File: config.mk
export PLATFORM = sky130hd
export DESIGN_NAME = sr_guard
export DESIGN_NICKNAME = d
export VERILOG_FILES = /design/src/rtl/sr_guard.sv
export SDC_FILE = /design/constraint.sdc
export NUM_CORES = 1
export LEC_CHECK = 0
export BUFFER_PORTS_ARGS = -buffer_cell sky130_fd_sc_hd__buf_2
export CAP_MARGIN = 40
export CORE_MARGIN = 5
export CORE_UTILIZATION = 40
export CTS_CLUSTER_DIAMETER = 50
export DETAILED_ROUTE_END_ITERATION = 6
export GPL_TIMING_DRIVEN = 0
export PLACE_DENSITY = 0.88
export SETUP_SLACK_MARGIN = 0.1
export SLEW_MARGIN = 10
export SYNTH_ARGS = -nofsm -noshare
export SYNTH_HDL_FRONTEND = slang
export SYNTH_SLANG_ARGS = --single-unit
File: constraint.sdc
create_clock -name clk -period 2.05 [get_ports clk]
set_clock_uncertainty 0.15 [all_clocks]
set_input_delay 0.1025 -clock clk [delete_from_list [all_inputs] [get_ports clk]]
set_output_delay 0.1025 -clock clk [all_outputs]
set_load 0.1 [all_outputs]
File: src/rtl/sr_guard.sv
module sr_guard #(
  parameter int ADDR_W = 17
) (
  input  logic              clk,
  input  logic              por_n,
  input  logic              cmd_wen,
  input  logic              cmd_wdis,
  input  logic              cmd_wsr,
  input  logic              cmd_rsr,
  input  logic [7:0]        wsr_data,
  input  logic              prot_pin,
  input  logic [ADDR_W-1:0] addr,
  output logic [7:0]        sr_out,
  output logic [7:0]        rd_byte,
  output logic              mem_wr_ok,
  output logic              stat_wr_ok
);

  localparam int          BIT_LOCK = 7;
  localparam int          BIT_RHI  = 3;
  localparam int          BIT_RLO  = 2;
  localparam int          BIT_EN   = 1;
  localparam logic [7:0]  LOAD_MSK = ~(8'd1 << BIT_EN);

  logic [7:0] sr_q, sr_d, rd_q;
  logic       en_l, lock_l, in_region;
  logic [1:0] region;

  assign en_l   = sr_q[BIT_EN];
  assign lock_l = sr_q[BIT_LOCK];
  assign region = sr_q[BIT_RHI:BIT_RLO];

  always_comb begin
    case (region)
      2'b00:   in_region = 1'b0;
      2'b01:   in_region = &addr[ADDR_W-1:ADDR_W-2];
      2'b10:   in_region = addr[ADDR_W-1];
      default: in_region = 1'b1;
    endcase
  end

  assign stat_wr_ok = en_l & (~lock_l | prot_pin);
  assign mem_wr_ok  = en_l & ~in_region;

  always_comb begin
    sr_d = sr_q;
    if (cmd_wsr && stat_wr_ok) sr_d = (sr_q & ~LOAD_MSK) | (wsr_data & LOAD_MSK);
    if (cmd_wen)  sr_d[BIT_EN] = 1'b1;
    if (cmd_wdis) sr_d[BIT_EN] = 1'b0;
  end

  always_ff @(posedge clk or negedge por_n) begin
    if (!por_n) begin
      sr_q <= '0;
      rd_q <= '0;
    end else begin
      sr_q <= sr_d;
      if (cmd_rsr) rd_q <= sr_q;
    end
  end

  assign sr_out  = sr_q;
  assign rd_byte = rd_q;

  AST_EN_SET: assert property (@(posedge clk) disable iff (!por_n)
    cmd_wen && !cmd_wdis |=> sr_out[BIT_EN]);
  AST_EN_CLR: assert property (@(posedge clk) disable iff (!por_n)
    cmd_wdis |=> !sr_out[BIT_EN]);
  AST_NO_EN_NO_WRITE: assert property (@(posedge clk) disable iff (!por_n)
    !sr_out[BIT_EN] |-> !mem_wr_ok && !stat_wr_ok);
  AST_LOCK_PIN_LOW: assert property (@(posedge clk) disable iff (!por_n)
    sr_out[BIT_LOCK] && !prot_pin |-> !stat_wr_ok);
  AST_LOAD_BITS: assert property (@(posedge clk) disable iff (!por_n)
    cmd_wsr && stat_wr_ok |=> (sr_out & LOAD_MSK) == ($past(wsr_data) & LOAD_MSK));
  AST_BLOCKED_LOAD_STABLE: assert property (@(posedge clk) disable iff (!por_n)
    cmd_wsr && !stat_wr_ok |=> $stable(sr_out & LOAD_MSK));
  AST_ALL_LOCKED: assert property (@(posedge clk) disable iff (!por_n)
    sr_out[BIT_RHI:BIT_RLO] == 2'b11 |-> !mem_wr_ok);
  AST_SNAPSHOT: assert property (@(posedge clk) disable iff (!por_n)
    cmd_rsr |=> rd_byte == $past(sr_out));
  AST_SNAPSHOT_HOLD: assert property (@(posedge clk) disable iff (!por_n)
    !cmd_rsr |=> $stable(rd_byte));

endmodule

# Word level (Yosys, flattened, before mapping)
# Index checks and enable logic that the tools add are counted.
[op_classes]
reduce_logical = 4
div_mod_pow = 0
shift = 0
eq_ne = 2
addsub = 0
n_mul = 0
mux = 4
n_lt_le_gt_ge = 0
n_bitwise = 6
[op_table]
columns = ["cell", "count"]
rows = [
  ["2-bit by 8-bit bitwise OR with 8-bit output", 1],
  ["1-bit one-hot mux with 3 select lines", 1],
  ["3-bit nonzero test", 1],
  ["1-bit AND", 2],
  ["2-bit by 1-bit equality test with 1-bit output, second input constant", 1],
  ["2-bit equality test, second input constant", 1],
  ["2-bit zero test", 1],
  ["1-bit 2-to-1 mux", 2],
  ["2-bit 2-to-1 mux", 1],
  ["1-bit inverter", 2],
  ["2-bit AND reduction", 1],
  ["1-bit logical AND", 1],
  ["1-bit bitwise OR", 1],
]
[totals]
ram_bits = 0
in_bits = 32
latch_bits = 0
register_bits = 16
word_cells = 19
romBits = 0
n_memories = 0
output_inout_bits = 18

# Depth between registers and ports, before layout
# Gate-level depths: netlist of run 1.
[depth]
depth_word = 7
mapped_depth = 3
ltp_nobuf = 3

# Least setup slack after synthesis of run 1
# OpenSTA, ideal clock, no wires.
[synth_path]
kind = "register to output"
startpoint = "register sr_q[1], in the netlist sr_out[1]"
endpoint = "output port stat_wr_ok"
required_time_ps = 1798
path_stages_with_launch = 2
t_arrival_ps = 3281
setup_slack_ps = -1484
n_path_buf = 0
path_cell_list = "dfrtp_1 a21boi_0"
[synth_between]
elab_chain_len = 1
[synth_lines]
columns = ["element", "line", "source"]
rows = [
  ["from (decl)", "25", "logic [7:0] sr_q, sr_d, rd_q;"],
  ["from (signal assigned)", "57", "sr_q <= sr_d;"],
  ["1-bit AND", "42", "assign stat_wr_ok = en_l & (~lock_l | prot_pin);"],
  ["to (decl)", "16", "output logic stat_wr_ok"],
]
# No other way between the ends.

# Final worst setup path of run 1
[layout_path]
startpoint = "register sr_q[3], in the netlist sr_out[3]"
endpoint = "output port mem_wr_ok"
[layout_between]
elab_chain_len = 4
word_cells_on_any_way = 6
classes_between = "eq/ne (2); mux (1); bitwise (2); reduce/logical (1)"
[layout_lines]
columns = ["element", "line", "source"]
rows = [
  ["2-bit equality test, or another cell as far along", "34", "case (region)"],
  ["1-bit one-hot mux with 3 select lines *", "34", ""],
  ["1-bit inverter *", "43", "assign mem_wr_ok = en_l & ~in_region;"],
  ["1-bit AND *", "43", ""],
  ["to (decl)", "15", "output logic mem_wr_ok,"],
]
# Mark *: on every way between the ends. The rest lies on a longest branch, timed or not.

==> flow_metrics.env, run 1 <==
export IMPL_clkSinkCount=16
export IMPL_core_um2=1510
export IMPL_tns_ns=0
export IMPL_synth_net_count=75
export IMPL_synth_simple_gate_area_share_pct=4.11
export IMPL_die_area_um2=2500
export IMPL_postRouteAntennaNets=0
export IMPL_fin_crit_ns=1.70
export IMPL_start_util_pct=42.4
export IMPL_cts_tree="done"
export IMPL_ys_ff_latch=16
export IMPL_synth_top_area_share_pct=62.6
export IMPL_r2r_cells=3
export IMPL_drt_wirelength_per_cell_um=13.6
export IMPL_yosysSeqAreaShare_pct=62.6
export IMPL_fp_dieW_um=50.0
export IMPL_avgSynthCellArea_um2=14.9
export IMPL_netlist_top_cells_count="dfrtp_1 (16), mux2_2 (14), nand2_1 (2), nor2_1 (2)"
export IMPL_grt_overflow=0
export IMPL_met3_length_um=134
export IMPL_synth_top_area_cell="dfrtp_1"
export IMPL_cp_max_fo=5
export IMPL_n_antenna_cell=0
export IMPL_clk_pin_slew_ns=0.10
export IMPL_hp_class="in -> reg"
export IMPL_synth_cell_area_um2=639
export IMPL_pin_count=50
export IMPL_grt_pass1_wl_um=2440
export IMPL_clock_path_buffers=2
export IMPL_reg2reg_to="sr_out[7]"
export IMPL_synth_xor_area_share_pct=0
export IMPL_firstDrtPassIters=4
export IMPL_r2r_slack_ns=0.50
export IMPL_synthFlopType="dfrtp_1"
export IMPL_crit_arrival_ns=1.45
export IMPL_hold_ws_ns=0.0600
export IMPL_ir_drop_mv=0.795
export IMPL_yosys_warnings=0
export IMPL_synth_most_common_cell="dfrtp_1"
export IMPL_antenna_found_initial=0
export IMPL_critPathLaunchType="flop"
export IMPL_drv_cap=0
export IMPL_startpoint="sr_out[3]"
export IMPL_synth_compound_area_share_pct=7.24
export IMPL_drt_wl_total_um=1440
export IMPL_postSynthCellCount=43
export IMPL_port_buffers=32
export IMPL_h_tree_depth=1
export IMPL_hold_viol=0
export IMPL_num_rows=14
export IMPL_synth_cell_type_count=13
export IMPL_synth_edff_count=0
export IMPL_met1_length_um=529
export IMPL_grt_pass1_vias=538
export IMPL_synth_top_family_by_area="multiplexers"
export IMPL_drtIter0Drc=8
export IMPL_top_layer_used="met3"
export IMPL_layout_drive_gt1_share_pct=62.2
export IMPL_vias=522
export IMPL_status="complete, no violations"
export IMPL_nNetsFinal=123
export IMPL_path_class="reg -> out"
export IMPL_grt_max_degree=17
export IMPL_tightest_slew_ns=0.496
export IMPL_period_share_pct=82.9
export IMPL_numCtsBuffers=3
export IMPL_power_mw=1.51
export IMPL_synth_area_leaders="dfrtp_1 (63%), mux2_2 (25%), a21oi_4 (2.5%)"
export IMPL_drc=0
export IMPL_endpoint="mem_wr_ok"
export IMPL_worstPathRequired_ns=1.80
export IMPL_synth_adder_area_share_pct=0
export IMPL_slew_headroom_pct=67.1
export IMPL_insertion_delay_ns=0.28
export IMPL_drv_slew=0
export IMPL_muxShareOfSynthArea_pct=24.7
export IMPL_setup_violations=0
export IMPL_die_h_um=50.0
export IMPL_areaGrowthSynthToFinish_pct=54.8
export IMPL_endpoint_kind="output port"
export IMPL_cellLeakagePower_nw=0.483
export IMPL_synthArstFlopShare_pct=100
export IMPL_cts_resized=0
export IMPL_wl_met2_um=773
export IMPL_via_per_inst=4.92
export IMPL_rsz0062_at_grt="false"
export IMPL_cts_root_buf="clkbuf_4"
export IMPL_gp_congestion=0.651
export IMPL_rr_startpoint="sr_out[1]"
export IMPL_p_per_area_nw_per_um2=1530
export IMPL_fmax_ghz=0.588
export IMPL_grt_usage_pct=12.6
==> where the power goes <==
part	leakage, nW	switching (mW)	internal, mW
clock	0.0210	0.0986	0.108
combinational	0.274	0.701	0.153
sequential	0.189	0.0558	0.393
==> placed cells by master, fill, tap and decap left out <==
cell and n:
a21boi_4 1, a21o_1 1, a21oi_4 2, a32o_1 1, buf_2 33, clkbuf_4 3
clkbuf_8 1, dfrtp_1 15, dfrtp_2 1, dlygate4sd3_1 11, inv_1 1, mux2_2 14
nand2_1 2, nand2_2 1, nand3_1 1, nor2_1 2
==> state kept, by name, indices dropped and copies added, names as in the netlist <==
signal and count:
rd_byte 8, sr_out 8
==> kinds of logic after synthesis <==
| group | after synthesis |
|---|---|
| flip-flops | 16 |
| multiplexers | 14 |
| AND/OR/NAND/NOR | 6 |
| AO/OA/AOI/OAI | 5 |
| buffers and inverters | 2 |
==> layout make-up <==
| class | instances | area [um2] |
|---|---|---|
| timing repair buffer | 43 | 270 |
| multi-input combinational | 25 | 253 |
| sequential | 16 | 402 |
| inverter | 1 | 3.75 |
| tap | 16 | 20.0 |
| fill | 124 | 517 |
| clock buffer | 4 | 36.3 |
| buffer | 1 | 5.00 |
==> how the worst min path moves through the flow <==
stage          startpoint         end  slack [ns]  cells after the start
2_1_floorplan       por_n  rd_byte[0]       -0.34                      0
3_3_place_gp        por_n   sr_out[5]       -0.13                      1
3_5_place_dp        por_n  rd_byte[7]       -0.12                      1
4_1_cts           cmd_rsr  rd_byte[5]        0.06                      2
5_1_grt           cmd_rsr  rd_byte[3]        0.07                      2
6_report          cmd_rsr  rd_byte[5]        0.06                      2
==> worst max-delay path, stage by stage, from the launching register on <==
cell and delay [ns]:
dfrtp_1 0.42, a21o_1 0.19, a21oi_4 0.13, buf_2 0.43
==> metrics by stage <==
stage               area [um2]  setup slack (ns)  utilization (%)  cells
finish                     990             0.350             65.7    106
global route               990             0.272             65.7    106
CTS                        990             0.326             65.7    106
detailed placement         843             0.641             56.0     91
global placement           843             0.658             56.0     91
floorplan                  663             0.152                -     43
==> repair_timing <==
item                      4_1_cts  5_1_grt
setup buffers                   0        0
hold endpoints to repair       24        0
hold buffers                   11        0
==> layer usage <==
layer / up-vias / global-route usage (%)
li1: 246 / -
met4: 0 / 5.24
met3: 0 / 4.22
met1: 257 / 13.7
met2: 19 / 22.0
met5: - / 0
(Power assumes the default switching activity.)
==> run 2: changes to the inputs <==
CORE_UTILIZATION = 34   (was 40)
PLACE_DENSITY = 0.8   (was 0.88)
clock period = 1.4 ns   (was 2.05 ns; I/O delays follow)
==> run 2 against run 1 <==
  * The flow now finishes with violations (setup timing)
  * Worst setup slack got worse by 0.49 ns
  * Register-to-register slack got worse by 0.50 ns
  * Die area rose by 14%
  * Largest cell class is now non-clock buffers
  * Largest power group unchanged
  * Sequential share of layout area fell by 5.2 points
==> flow_metrics.env, run 2 (synthesis results as in run 1) <==
export IMPL_status="complete, but fails checks"
export IMPL_violations="setup timing"
export IMPL_num_rows=15
export IMPL_grt_pass1_vias=586
export IMPL_slowest_stage="dfrtp_4"
export IMPL_drv_cap=0
export IMPL_fin_crit_ns=1.54
export IMPL_grt_usage_pct=13.6
export IMPL_pre_cts_ws_ns=-0.0582
export IMPL_cts_tree="done"
export IMPL_ir_drop_mv=1.42
export IMPL_tightest_slew_ns=0.344
export IMPL_setup_violations=3
export IMPL_cp_max_fo=3
export IMPL_clock_path_buffers=2
export IMPL_grt_pass1_wl_um=2700
export IMPL_rsz0062_at_grt="true"
export IMPL_insertion_delay_ns=0.27
export IMPL_hpwl_um=1100
export IMPL_p_per_area_nw_per_um2=2010
export IMPL_fmax_ghz=0.651
export IMPL_path_cells="a21o_1 -> a21oi_4 -> buf_12"
export IMPL_areaGrowthSynthToFinish_pct=89.2
export IMPL_drt_wl_total_um=1710
export IMPL_crit_family="flip-flops"
export IMPL_die_h_um=53.4
export IMPL_core_um2=1760
export IMPL_endpoint_kind="output port"
export IMPL_grt_max_degree=17
export IMPL_period_share_pct=110
export IMPL_hold_ws_ns=0.0538
export IMPL_hold_viol=0
export IMPL_final_common_cell="buf_2"
export IMPL_slowest_delay_ns=0.50
export IMPL_drt_wirelength_per_cell_um=13.9
export IMPL_grt_overflow=0
export IMPL_drc=0
export IMPL_pin_count=50
export IMPL_path_class="reg -> out"
export IMPL_die_area_um2=2850
export IMPL_firstDrtPassIters=4
export IMPL_clkSinkCount=16
export IMPL_h_tree_depth=1
export IMPL_vias=535
export IMPL_placed_area_um2=905
export IMPL_drtIter0Drc=4
export IMPL_crit_arrival_ns=1.32
export IMPL_postRouteAntennaNets=0
export IMPL_final_area_um2=1210
export IMPL_start_util_pct=36.2
export IMPL_hp_class="in -> reg"
export IMPL_fp_dieW_um=53.4
export IMPL_slew_headroom_pct=77.1
export IMPL_critPathLaunchType="flop"
export IMPL_most_common_layout_cells="buf_2 (15), dfrtp_2 (13), clkbuf_4 (12), dlygate4sd3_1 (12)"
export IMPL_layout_drive_gt1_share_pct=79.4
export IMPL_cellLeakagePower_nw=0.554
export IMPL_nNetsFinal=130
export IMPL_gp_congestion=0.685
export IMPL_antenna_found_initial=0
export IMPL_port_buffers=32
export IMPL_fin_ws_ns=-0.137
export IMPL_via_per_inst=4.35
export IMPL_numCtsBuffers=3
export IMPL_cp_num_buf_inv=1
export IMPL_drv_slew=0
export IMPL_cts_root_buf="clkbuf_4"
export IMPL_worstPathRequired_ns=1.18
export IMPL_clk_pin_slew_ns=0.09
run 2: cell count changes in the layout (fill, tap and decap cells not counted), moves of 3 or more:
cell,previous run,this run
buf_4,0,8
dfrtp_4,0,3
mux2_4,0,6
dfrtp_2,1,13
buf_2,33,15
buf_6,0,4
dfrtp_1,15,0
mux2_2,14,8
clkbuf_4,3,12
buf_12,0,3
run 2: area by class of cell:
class / instances / area, um2
plain buffers: 1 / 5.00
diodes: 1 / 2.50
inverters: 1 / 3.75
well taps: 25 / 31.3
clock buffers: 4 / 36.3
multi-input cells: 25 / 280
repair buffers: 50 / 423
fillers: 146 / 554
flip-flops and latches: 16 / 428
run 2: worst register-to-register path: cells and delay by family, from the launching register on:
family	cells	cell delay (ns)
buffers and inverters	1	0.15
multiplexers	1	0.30
AO/OA/AOI/OAI	1	0.16
flip-flops	1	0.53
run 2: stage by stage:
step                setup TNS, ns  util [%]  power (mW)  cells
finish                     -0.139      68.6        2.43    123
global route               -0.382      68.4        2.53    122
floorplan                   -1.17         -        1.76     43
detailed placement         -0.180      51.3        1.96    100
global placement          -0.0909      51.3        1.94    100
CTS                        -0.160      66.3        2.39    121
run 2: final timing paths:
path | slack (ns) | cells after the start | from | to
min reg2reg | 0.37 | 1 | rd_byte[0] | rd_byte[0]
min | 0.05 | 2 | cmd_rsr | rd_byte[3]
min in group asynchronous | 0.07 | 2 | por_n | sr_out[7]
max in group asynchronous | 0.74 | 2 | por_n | sr_out[5]
max reg2reg | 0 | 3 | sr_out[7] | sr_out[5]
max | -0.14 | 3 | sr_out[3] | mem_wr_ok
run 2: per-layer routing:
| metal | GRT usage [%] | routed length [um] | vias up |
|---|---|---|---|
| li1 | - | - | 258 |
| met1 | 14.2 | 615 | 259 |
| met2 | 25.1 | 974 | 18 |
| met3 | 4.79 | 116 | 0 |
| met4 | 3.83 | 0 | 0 |
| met5 | 0 | 0 | - |
run 2: report_power, final:
group / internal, mW / switching (mW)
Combinational: 0.384 / 1.06
Sequential: 0.603 / 0.0932
Clock: 0.158 / 0.134
run 2: what timing repair did:
item,CTS,global route
setup endpoints to repair,15,21
setup buffers,5,1
resized for setup,21,11
pin swaps,1,1
hold buffers,12,0
hold endpoints to repair,24,0
gates cloned,0,0
==> run 3: changes to the inputs <==
CORE_UTILIZATION = 36   (was 34)
CTS_BUF_LIST = sky130_fd_sc_hd__clkbuf_4 sky130_fd_sc_hd__clkbuf_8   (was default)
PLACE_DENSITY = 0.84   (was 0.8)
SLEW_MARGIN = default   (was 10)
==> run 3 against run 2 <==
  * The run still ends with setup timing left
  * First-iteration DRC count increased by 130%
  * Sequential cell count unchanged
  * Routed wire length rose by 4.5%
  * Global-route usage is 1.4 points higher
  * Critical endpoint unchanged
==> flow_metrics.env, run 3 (synthesis results as in run 1) <==
export IMPL_rsz0062_at_grt="true"
export IMPL_nNetsFinal=129
export IMPL_slowest_delay_ns=0.50
export IMPL_via_per_inst=4.44
export IMPL_clk_pin_slew_ns=0.09
export IMPL_pwr_share_clk_pct=12.2
export IMPL_tightest_slew_ns=0.489
export IMPL_fmax_ghz=0.650
export IMPL_final_common_cell="buf_2"
export IMPL_whs_path_depth=2
export IMPL_slowest_stage="dfrtp_4"
export IMPL_drc=0
export IMPL_p_sw_mw=1.28
export IMPL_firstDrtPassIters=4
export IMPL_path_cells="a21o_1 -> a21oi_4 -> buf_12"
export IMPL_p_int_mw=1.12
export IMPL_drtIter0Drc=9
export IMPL_vias=537
export IMPL_tns_ns=-0.225
export IMPL_grt_pass1_vias=625
export IMPL_hold_viol=0
export IMPL_switching_share_pct=53.3
export IMPL_combPwrFrac_pct=58.7
export IMPL_pwr_share_seq_pct=29.1
export IMPL_path_class="reg -> out"
export IMPL_cts_tree="done"
export IMPL_slew_headroom_pct=67.6
export IMPL_n_antenna_cell=0
export IMPL_most_common_layout_cells="buf_2 (16), dfrtp_2 (13), dlygate4sd3_1 (12), clkbuf_4 (10), mux2_2 (8)"
export IMPL_pin_count=50
export IMPL_hp_class="in -> reg"
export IMPL_core_um2=1710
export IMPL_fin_crit_ns=1.54
export IMPL_numCtsBuffers=3
export IMPL_endpoint_kind="output port"
export IMPL_die_h_um=52.1
export IMPL_worstPathRequired_ns=1.18
export IMPL_drt_wl_total_um=1780
export IMPL_grt_pass1_wl_um=2910
export IMPL_die_area_um2=2720
export IMPL_period_share_pct=110
export IMPL_cellLeakagePower_nw=0.552
export IMPL_fp_dieW_um=52.1
export IMPL_fin_ws_ns=-0.140
export IMPL_hpwl_um=1180
export IMPL_drv_cap=0
export IMPL_drv_slew=0
export IMPL_insertion_delay_ns=0.27
export IMPL_start_util_pct=37.4
export IMPL_ir_drop_mv=1.26
export IMPL_p_per_area_nw_per_um2=1990
export IMPL_num_rows=15
export IMPL_status="complete, but fails checks"
export IMPL_hold_ws_ns=0.0484
export IMPL_antenna_found_initial=0
export IMPL_grt_max_degree=17
export IMPL_gp_congestion=0.655
export IMPL_critPathLaunchType="flop"
export IMPL_grt_overflow=0
export IMPL_postRouteAntennaNets=0
export IMPL_grt_usage_pct=15.0
export IMPL_layout_drive_gt1_share_pct=79.2
export IMPL_cp_max_fo=4
export IMPL_clock_path_buffers=2
export IMPL_setup_violations=6
export IMPL_areaGrowthSynthToFinish_pct=89.2
export IMPL_crit_arrival_ns=1.32
export IMPL_r2r_cells=3
export IMPL_cts_root_buf="clkbuf_4"
export IMPL_drt_wirelength_per_cell_um=14.7
export IMPL_h_tree_depth=1
export IMPL_clkSinkCount=16
export IMPL_port_buffers=32
export IMPL_violations="setup timing"
run 3: cell types whose count changed in the layout (fill, tap and decap cells not counted), sizes merged:
| cell | change |
|---|---|
| clkbuf | -2 |
| buf | +1 |
| diode | -1 |
run 3: what timing repair did:
action | in CTS | in global routing
pin swaps | 1 | 1
buffers inserted | 4 | 1
cloned | 0 | 0
setup endpoints to repair | 17 | 19
hold buffers | 12 | 0
endpoints found under the hold margin | 24 | 0
resized for setup | 17 | 14
run 3: power groups by stage:
stage / sequential, mW / clock, mW / combinational (mW)
after floorplan: 1.55 / 0 / 0.215
after global placement: 0.690 / 0 / 1.24
after detailed placement: 0.703 / 0 / 1.25
after CTS: 0.694 / 0.306 / 1.37
after global routing: 0.717 / 0.342 / 1.45
final: 0.698 / 0.294 / 1.41
run 3: path summary, 6_finish.rpt:
kind                       slack, ns  startpoint         end
min                             0.05     cmd_rsr  rd_byte[3]
max reg2reg                    -0.02   sr_out[7]   sr_out[0]
min reg2reg                     0.37  rd_byte[6]  rd_byte[6]
max                            -0.14   sr_out[3]   mem_wr_ok
min in group asynchronous       0.08       por_n   sr_out[3]
max in group asynchronous       0.73       por_n   sr_out[1]
run 3: per-layer routing:
layer | up-vias | wire, um | share of wire, % | GRT usage [%]
li1 | 256 | - | - | -
met1 | 260 | 678 | 38 | 17.1
met2 | 19 | 1010 | 57 | 27.0
met3 | 2 | 83 | 4.7 | 3.72
met4 | 0 | 11 | 0.62 | 5.11
met5 | - | 0 | 0 | 0
run 3: cell type report:
cell class | instances | area (um2)
buffer | 1 | 5.00
fill | 117 | 498
multi-input combinational | 25 | 280
tap | 25 | 31.3
sequential | 16 | 428
inverter | 1 | 3.75
clock buffer | 4 | 36.3
timing repair buffer | 49 | 425
run 3: stage by stage:
step	util [%]	setup WS [ns]	cell area [um2]	std cells	total power, mW
after floorplan	-	-0.220	713	43	1.76
after global placement	53.0	-0.0501	905	100	1.93
after detailed placement	53.0	-0.0716	905	100	1.96
after CTS	67.8	-0.151	1160	120	2.37
after global routing	70.8	-0.214	1210	121	2.51
final	70.8	-0.140	1210	121	2.40
run 3: worst max-delay path, delay by kind of cell, from the launching register on:
| kind | cells | cell delay (ns) |
|---|---|---|
| DFF | 1 | 0.50 |
| AOI/OAI and AO/OA | 2 | 0.36 |
| buffers and inverters | 1 | 0.19 |
